--- src/rtl/icap_pkg.sv ---
package icap_pkg;

    typedef enum logic [1:0] {
        ICAP_OFF  = 2'b00,
        ICAP_RISE = 2'b01,
        ICAP_FALL = 2'b10,
        ICAP_ANY  = 2'b11
    } icap_mode_e;

endpackage

--- src/rtl/icap_edge.sv ---
module icap_edge
    import icap_pkg::*;
#(
    parameter int SYNC_STAGES = 2
) (
    input  logic       clk,
    input  logic       rst_n,
    input  logic       pin_i,
    input  logic       mode_wr_i,
    input  logic [1:0] mode_i,
    output logic       hit_o,
    output logic       arm_o,
    output icap_mode_e mode_o
);

    localparam int LAST = SYNC_STAGES - 1;

    typedef struct packed {
        logic [LAST:0] sync;
        logic          prev;
        icap_mode_e    mode;
    } edge_st_t;

    edge_st_t st_d, st_q;
    logic     level, rise, fall;

    always_comb begin
        st_d = st_q;
        st_d.sync[0] = pin_i;
        for (int i = 1; i < SYNC_STAGES; i++) begin
            st_d.sync[i] = st_q.sync[i-1];
        end
        st_d.prev = st_q.sync[LAST];
        if (mode_wr_i) begin
            st_d.mode = icap_mode_e'(mode_i);
        end
    end

    always_ff @(posedge clk or negedge rst_n) begin
        if (!rst_n) begin
            st_q <= '{sync: '0, prev: 1'b0, mode: ICAP_OFF};
        end else begin
            st_q <= st_d;
        end
    end

    assign level = st_q.sync[LAST];
    assign rise  = level & ~st_q.prev;
    assign fall  = ~level & st_q.prev;

    always_comb begin
        unique case (st_q.mode)
            ICAP_RISE: hit_o = rise;
            ICAP_FALL: hit_o = fall;
            ICAP_ANY:  hit_o = rise | fall;
            default:   hit_o = 1'b0;
        endcase
    end

    assign arm_o  = mode_wr_i && (mode_i != 2'b00);
    assign mode_o = st_q.mode;

    // a disabled channel reports no edge
    a_r5_off_no_hit: assert property (@(posedge clk) disable iff (!rst_n)
        (st_q.mode == ICAP_OFF) |-> !hit_o);

    // a rising edge is never reported in falling-only mode
    a_r4_fall_only: assert property (@(posedge clk) disable iff (!rst_n)
        (st_q.mode == ICAP_FALL && rise) |-> !hit_o);

endmodule

--- src/rtl/icap_store.sv ---
module icap_store #(
    parameter int CNT_W = 16
) (
    input  logic             clk,
    input  logic             rst_n,
    input  logic [CNT_W-1:0] count_i,
    input  logic             hit_i,
    input  logic             arm_i,
    input  logic             nov_i,
    input  logic             rd_cap_i,
    input  logic             rd_hold_i,
    output logic [CNT_W-1:0] cap_o,
    output logic [CNT_W-1:0] hold_o,
    output logic             cap_full_o,
    output logic             hold_full_o,
    output logic             set_o
);

    typedef struct packed {
        logic [CNT_W-1:0] cap;
        logic [CNT_W-1:0] hold;
        logic             cap_full;
        logic             hold_full;
        logic             primed;
        logic             missed;
    } store_st_t;

    store_st_t st_d, st_q;
    logic      blocked, do_shift;

    assign blocked  = nov_i && st_q.hold_full;
    assign do_shift = st_q.primed && (!nov_i || st_q.cap_full);

    always_comb begin
        st_d  = st_q;
        set_o = 1'b0;
        if (rd_cap_i)  st_d.cap_full  = 1'b0;
        if (rd_hold_i) st_d.hold_full = 1'b0;
        if (arm_i) begin
            st_d.cap_full  = 1'b0;
            st_d.hold_full = 1'b0;
            st_d.primed    = 1'b0;
            st_d.missed    = 1'b0;
        end else begin
            if (hit_i) begin
                if (blocked) begin
                    st_d.missed = 1'b1;
                end else if (do_shift) begin
                    st_d.hold      = st_q.cap;
                    st_d.cap       = count_i;
                    st_d.cap_full  = 1'b1;
                    st_d.hold_full = 1'b1;
                    set_o          = 1'b1;
                end else begin
                    st_d.cap      = count_i;
                    st_d.cap_full = 1'b1;
                    st_d.primed   = 1'b1;
                end
            end
            if (st_q.missed && !st_q.cap_full && !st_q.hold_full) begin
                st_d.missed = 1'b0;
                set_o       = 1'b1;
            end
        end
    end

    always_ff @(posedge clk or negedge rst_n) begin
        if (!rst_n) begin
            st_q <= '0;
        end else begin
            st_q <= st_d;
        end
    end

    assign cap_o       = st_q.cap;
    assign hold_o      = st_q.hold;
    assign cap_full_o  = st_q.cap_full;
    assign hold_full_o = st_q.hold_full;

    // arming leaves both registers empty
    a_r1_arm_empties: assert property (@(posedge clk) disable iff (!rst_n)
        arm_i |=> (!st_q.cap_full && !st_q.hold_full));

    // a full holding register is protected under no-overwrite
    a_r6_no_overwrite: assert property (@(posedge clk) disable iff (!rst_n)
        (nov_i && st_q.hold_full && hit_i) |=> ($stable(st_q.cap) && $stable(st_q.hold)));

    // a capture read without a competing edge empties the register
    a_r7_read_empties: assert property (@(posedge clk) disable iff (!rst_n)
        (rd_cap_i && !hit_i) |=> !st_q.cap_full);

    // a remembered edge is released once both registers are empty
    a_r8_missed_release: assert property (@(posedge clk) disable iff (!rst_n)
        (st_q.missed && !st_q.cap_full && !st_q.hold_full) |=> !st_q.missed);

endmodule

--- src/rtl/icap_flag.sv ---
module icap_flag (
    input  logic clk,
    input  logic rst_n,
    input  logic set_i,
    input  logic wr_i,
    input  logic wdata_i,
    output logic flag_o
);

    typedef struct packed {
        logic flag;
    } flag_st_t;

    flag_st_t st_d, st_q;
    logic     clr;

    assign clr = wr_i && wdata_i;

    always_comb begin
        st_d = st_q;
        if (clr)   st_d.flag = 1'b0;
        if (set_i) st_d.flag = 1'b1;
    end

    always_ff @(posedge clk or negedge rst_n) begin
        if (!rst_n) begin
            st_q <= '0;
        end else begin
            st_q <= st_d;
        end
    end

    assign flag_o = st_q.flag;

    // a set event beats a simultaneous clear
    a_r9_set_wins: assert property (@(posedge clk) disable iff (!rst_n)
        (set_i && clr) |=> flag_o);

    // a clear without a set drops the flag
    a_r9_clear_drops: assert property (@(posedge clk) disable iff (!rst_n)
        (clr && !set_i) |=> !flag_o);

    // a write of zero leaves the flag alone
    a_r9_zero_write: assert property (@(posedge clk) disable iff (!rst_n)
        (wr_i && !wdata_i && !set_i) |=> $stable(flag_o));

endmodule

--- src/rtl/icap_buf_chan.sv ---
module icap_buf_chan
    import icap_pkg::*;
#(
    parameter int CNT_W       = 16,
    parameter int SYNC_STAGES = 2
) (
    input  logic             clk,
    input  logic             rst_n,
    input  logic [CNT_W-1:0] count_i,
    input  logic             pin_i,
    input  logic             mode_wr_i,
    input  logic [1:0]       mode_i,
    input  logic             nov_i,
    input  logic             rd_cap_i,
    input  logic             rd_hold_i,
    input  logic             flag_wr_i,
    input  logic             flag_wdata_i,
    output logic [CNT_W-1:0] cap_o,
    output logic [CNT_W-1:0] hold_o,
    output logic             cap_full_o,
    output logic             hold_full_o,
    output logic             flag_o
);

    logic       hit, arm, set_evt;
    icap_mode_e mode_q;

    icap_edge #(.SYNC_STAGES(SYNC_STAGES)) u_edge (
        .clk       (clk),
        .rst_n     (rst_n),
        .pin_i     (pin_i),
        .mode_wr_i (mode_wr_i),
        .mode_i    (mode_i),
        .hit_o     (hit),
        .arm_o     (arm),
        .mode_o    (mode_q)
    );

    icap_store #(.CNT_W(CNT_W)) u_store (
        .clk         (clk),
        .rst_n       (rst_n),
        .count_i     (count_i),
        .hit_i       (hit),
        .arm_i       (arm),
        .nov_i       (nov_i),
        .rd_cap_i    (rd_cap_i),
        .rd_hold_i   (rd_hold_i),
        .cap_o       (cap_o),
        .hold_o      (hold_o),
        .cap_full_o  (cap_full_o),
        .hold_full_o (hold_full_o),
        .set_o       (set_evt)
    );

    icap_flag u_flag (
        .clk     (clk),
        .rst_n   (rst_n),
        .set_i   (set_evt),
        .wr_i    (flag_wr_i),
        .wdata_i (flag_wdata_i),
        .flag_o  (flag_o)
    );

    // with the channel off the timestamps do not move
    a_r5_off_stable: assert property (@(posedge clk) disable iff (!rst_n)
        (mode_q == ICAP_OFF) |=> ($stable(cap_o) && $stable(hold_o)));

    // the flag only rises together with a full pair or a released edge
    a_r3_flag_with_pair: assert property (@(posedge clk) disable iff (!rst_n)
        (!flag_o && !set_evt) |=> !flag_o);

endmodule

--- config.mk ---
export PLATFORM = sky130hd
export DESIGN_NAME = icap_buf_chan
export DESIGN_NICKNAME = d
export VERILOG_FILES = /design/src/rtl/icap_pkg.sv /design/src/rtl/icap_edge.sv /design/src/rtl/icap_store.sv /design/src/rtl/icap_flag.sv /design/src/rtl/icap_buf_chan.sv
export SDC_FILE = /design/constraint.sdc
export NUM_CORES = 1
export LEC_CHECK = 0
export ABC_AREA = 1
export CAP_MARGIN = 0
export CORE_MARGIN = 10
export CORE_UTILIZATION = 50
export CTS_CLUSTER_DIAMETER = 50
export DETAILED_ROUTE_END_ITERATION = 10
export GPL_ROUTABILITY_DRIVEN = 0
export MAX_ROUTING_LAYER = met4
export PLACE_DENSITY = 0.84
export SLEW_MARGIN = 15
export SYNTH_ARGS = -nofsm -noshare
export SYNTH_HDL_FRONTEND = slang
export SYNTH_SLANG_ARGS = --single-unit
--- constraint.sdc ---
create_clock -name clk -period 4.3 [get_ports clk]
set_clock_uncertainty 0.05 [all_clocks]
set_input_delay 0.86 -clock clk [delete_from_list [all_inputs] [get_ports clk]]
set_output_delay 0.86 -clock clk [all_outputs]
set_load 0.05 [all_outputs]
* Word level (Yosys, flattened, before mapping)
Index checks and enable logic that the tools add are counted. W data, S select, Z words.
Storage, ports and cells: memories 0, bits in latches 0, word-level logic and storage cells 58, register bits 42, memory bits (writable) 0, memory bits (read-only) 0, output and inout bits 35
Cells by class: reductions and logical operators 19, mux-type cells 17, add/subtract/negate cells 0, div/mod/pow operators 0, order comparisons 0, shift operators 0, eq/ne operators 5, bitwise gates (word level) 7, $mul 0
Operators with widths (count):
- $mux W1 | 13
- $mux W4 | 2
- $logic_and A1 B1 Y1 | 6
- $reduce_and A3 Y1 | 2
- $reduce_bool A2 Y1 | 3
- $reduce_bool A3 Y1 | 2
- $eq A2 B2 Y1 const B | 2
- $ne A2 B2 Y1 const B | 2
- $not A1 Y1 | 4
- $reduce_and A4 Y1 | 1
- $logic_not A1 Y1 | 3
- $mux W3 | 1
- $pmux W1 S3 | 1
- $and A1 B1 Y1 | 2
- $eq A2 B1 Y1 const B | 1
- $reduce_and A2 Y1 | 1
- $logic_or A1 B1 Y1 | 1
- $or A1 B1 Y1 | 1

* Depth between registers and ports, before layout
depth in word-level cells 9, mapped depth 9, gate-level depth less buffers 8

* Hierarchy
Synthesis repeated with hierarchy kept, for this count alone.
Unflattened totals: cells, all modules 219, area, all modules 1965.6 um^2
By module, submodules not included:
- icap_store | cells each 191, area each 1700.4 um^2, instances 1
- icap_edge | cells each 23, area each 225.2 um^2, instances 1
- icap_flag | cells each 5, area each 40.0 um^2, instances 1

* Worst setup path after synthesis
No wires, ideal clock.
kind input to register, from input port mode_wr_i, to register u_store.st_q, in the netlist u_store.hold_o[0], buffers on the path 1, data arrival time 1.560 ns, required time 4.133 ns, slack 2.573 ns, cell stages on the path 7, path through nand2_1 nand2_2 nor2_8 nand3_4 buf_6 nand2_1 nand2_1
Between the ends: longest elaborated chain between the ends 3
RTL lines:
- start, declared | RTL line icap_buf_chan.sv:11 | input logic mode_wr_i,
- $logic_and A1 B1 Y1 | RTL line icap_edge.sv:60 | assign arm_o = mode_wr_i && (mode_i != 2'b00);
- $not A1 Y1 (no source line)
- $reduce_and A4 Y1 (no source line)
- end signal, assigned | RTL line icap_store.sv:71 | st_q <= st_d;
- end, declared | RTL line icap_store.sv:28 | store_st_t st_d, st_q;
Every way passes these cells. A chain may end at the register's enable or synchronous reset.

* Worst setup path after layout
from register u_store.st_q, in the netlist u_store.cap_o[14], to output port cap_o[14]
RTL lines:
- end, declared | RTL line icap_buf_chan.sv:18 | output logic [CNT_W-1:0] cap_o,
No word-level cell between the ends.

==> results.md <==
- Endpoints failing setup: 0
- Maximum vdd drop: 0.366 mV
- Crit. Startpoint: u_store.cap_o[14]$_DFFE_PN0P_
- Critical R2R Launch: u_edge.level$_DFF_PN0_
- Slowest-stage cell, CP: clkdlybuf4s50_1
- Min-delay src: u_edge.st_d[4]$_DFF_PN0_
- TritonCTS Sinks: 42
- Routed via count: ~1500
- Cell taking the most area after synthesis: dfrtp_1
- WP buf/inv: 1
- DR top layer: met4
- Met1 Wirelength: around 2100 um
- Crit Path Max Fanout: 3
- Sequential cell area fraction in the yosys report: 0.525
- Drt drc: 0
- Gr usage total: 0.128
- Dpl ws: about 1600 ps
- Max_slew headroom: 0.418
- Clock edge transition at the registers on the reported setup and hold paths: ~70 ps
- Hold Violations, Final: 0
- Setup WS post-layout: around 1800 ps
- Num CTS Buffers: 5
- H-Tree Depth: 2
- DIE AREA: 6940 sq um
- Worst setup SP type: register
- Initial antenna violation count: 0
- Total congestion overflow: 0
- Post-synthesis cell count: about 220
- Reg-to-reg slack, setup: 2070 ps
- WL met2: 2050 um
- Number of global-route vias before repair: about 1500
- Status: finished clean
- Met3 routed WL: 229 um
- Number of placed I/O pins: 62
- CTS tree: done
- Cts repair resizes: 0
- Prevailing post-synth register cell: dfrtp_1
- Later-pin clock latency in the skew report: 290 ps
- WP data arrival: 1540 ps
- TNS Setup: 0 ps
- Final Routed Wirelength: around 4400 um
- Warnings from Yosys: 0
- Synth top area cells: dfrtp_1 (52%), nand2_1 (13%), buf_4 (12%)
- Avg WL per Cell: 15.2 um
- Clock Tree Root: clkbuf_8
- Synth top area share: 0.525
- Power per cell area: around 670 nW/um^2
- Nets: about 270
- Most common library cells after synthesis: nand2_1 (71), dfrtp_1 (42), buf_4 (32)
- Port Buffers: just over 60
- Pin count of the biggest net entering global routing: 43
- Tmin final: around 2500 ps
- Count leader, synth: nand2_1
- Pre-Repair DR Iteration Count: 4
- Mapped cell area: about 2000 sq um
- Worst EP required: approximately 3400 ps
- Via-to-Cell Ratio: about 5.1
- Kind of critical path: register to output pin
- Async SR Flop Fraction: 1.00
- Syn avg cell area: about 9.2 sq um
- Detailed placement HPWL: about 3300 um
- Final antenna-violating net count: 0
- CP delay by family, top: buffers and inverters
- Post-DP Area: between 2000 and 2500 sq um
- Max Fclk: 0.408 GHz
- Slowest cell delay on critical path: approximately 840 ps
- Global-route wire length before repair: approximately 7200 um
- Max-cap check violation count: 0
- Max Transition Viols Final: 0
- Synth Register Bits: 42
- Slew @ Worst Pin: between 800 and 900 ps
- DIE WIDTH: ~83 um
- Final period utilization: 0.570
- RSZ-0062 raised after global routing: false
- Lkg Pwr: approximately 1.2 nW
- Post-CTS setup buffers: 0
- Number of synthesized flops with an enable pin: 0
- Core region area: around 3800 sq um
- Hold Crit Class: register to register
- Share of layout cells above drive strength 1: 0.0653
- Antenna fix cells: 0
- Count of cell types in the netlist: 20
- Cell Chain, Critical Path: clkdlybuf4s50_1
- Critical path endpoint category: output pin
- Syn_nets: 246
- Initial Util: 0.531
- Iter 0 DRT Violations: approximately 130
- Row Count: 22
- Clock buffer depth: 2
- CTS Hold Bufs: 0
- Die Y: between 80 and 90 um
- P&R area growth vs syn: 23.9%
- Final Instance Area: 2480 sq um
-- worst paths after layout --
path                       cells after the start                             end
setup / recovery                               1                       cap_o[14]
hold / removal                                 0          u_edge.level$_DFF_PN0_
setup reg to reg                               7     u_store.st_q[1]$_DFFE_PN0P_
hold reg to reg                                0          u_edge.level$_DFF_PN0_
max in group asynchronous                      1  u_store.hold_o[11]$_DFFE_PN0P_
min in group asynchronous                      1   u_store.cap_o[11]$_DFFE_PN0P_
-- flip-flops by register name (all words and copies together), names as in the netlist --
| register | cells |
|---|---|
| u_store.hold_full_o | 1 |
| u_store.st_q | 2 |
| u_store.cap_full_o | 1 |
| u_edge.level | 1 |
| u_flag.flag_o | 1 |
| u_edge.st_q | 1 |
| u_edge.mode_o | 2 |
| u_store.cap_o | 16 |
| u_store.hold_o | 16 |
| u_edge.st_d | 1 |
-- per-stage QoR --
stage	hold slack (ps)	util	total power, mW	std cells
after global placement	287	0.629	1.37	285
after detailed placement	300	0.629	1.39	285
after global routing	317	0.658	1.74	293
after floorplan	281	-	1.24	217
final	311	0.658	1.66	293
after CTS	316	0.658	1.68	293
-- where the power goes --
group | total [mW] | internal [mW] | switching (mW)
combinational | 0.783 | 0.244 | 0.539
sequential | 0.593 | 0.507 | 0.0862
clock | 0.288 | 0.162 | 0.126
total | 1.66 | 0.913 | 0.751
-- cell families after synthesis --
| group | synth area share |
|---|---|
| AOI/OAI and AO/OA | 0.0244 |
| adders and majority gates | 0.0125 |
| DFF | 0.525 |
| buffers and inverters | 0.167 |
| and+or+nand+nor | 0.271 |
-- metal layers --
layer / GRT usage / vias to the layer above
met4: 0.0523 / 0
met2: 0.195 / 50
li1: - / 726
met5: - / -
met1: 0.154 / 700
met3: 0.0371 / 8
-- area by class of cell --
class / count / area, sq um
fill: 299 / 1290
sequential: 42 / 1050
multi-input combinational: 124 / 617
timing repair buffer: 61 / 606
clock buffer: 8 / 110
tap: 48 / 60.1
inverter: 10 / 37.5
-- cells in the final DEF, fill, tap and decap left out, drive strengths merged --
| cell | n |
|---|---|
| nor3 | 1 |
| a21oi | 2 |
| nand4 | 16 |
| o31ai | 1 |
| o21ai | 4 |
| dfrtp | 42 |
| inv | 10 |
| clkbuf | 8 |
| ha | 2 |
| nand2 | 73 |
| buf | 1 |
| nand3 | 23 |
| nor2 | 1 |
| clkdlybuf4s50 | 60 |
| or2 | 1 |
Note: power is estimated with default switching activity, not from simulation.
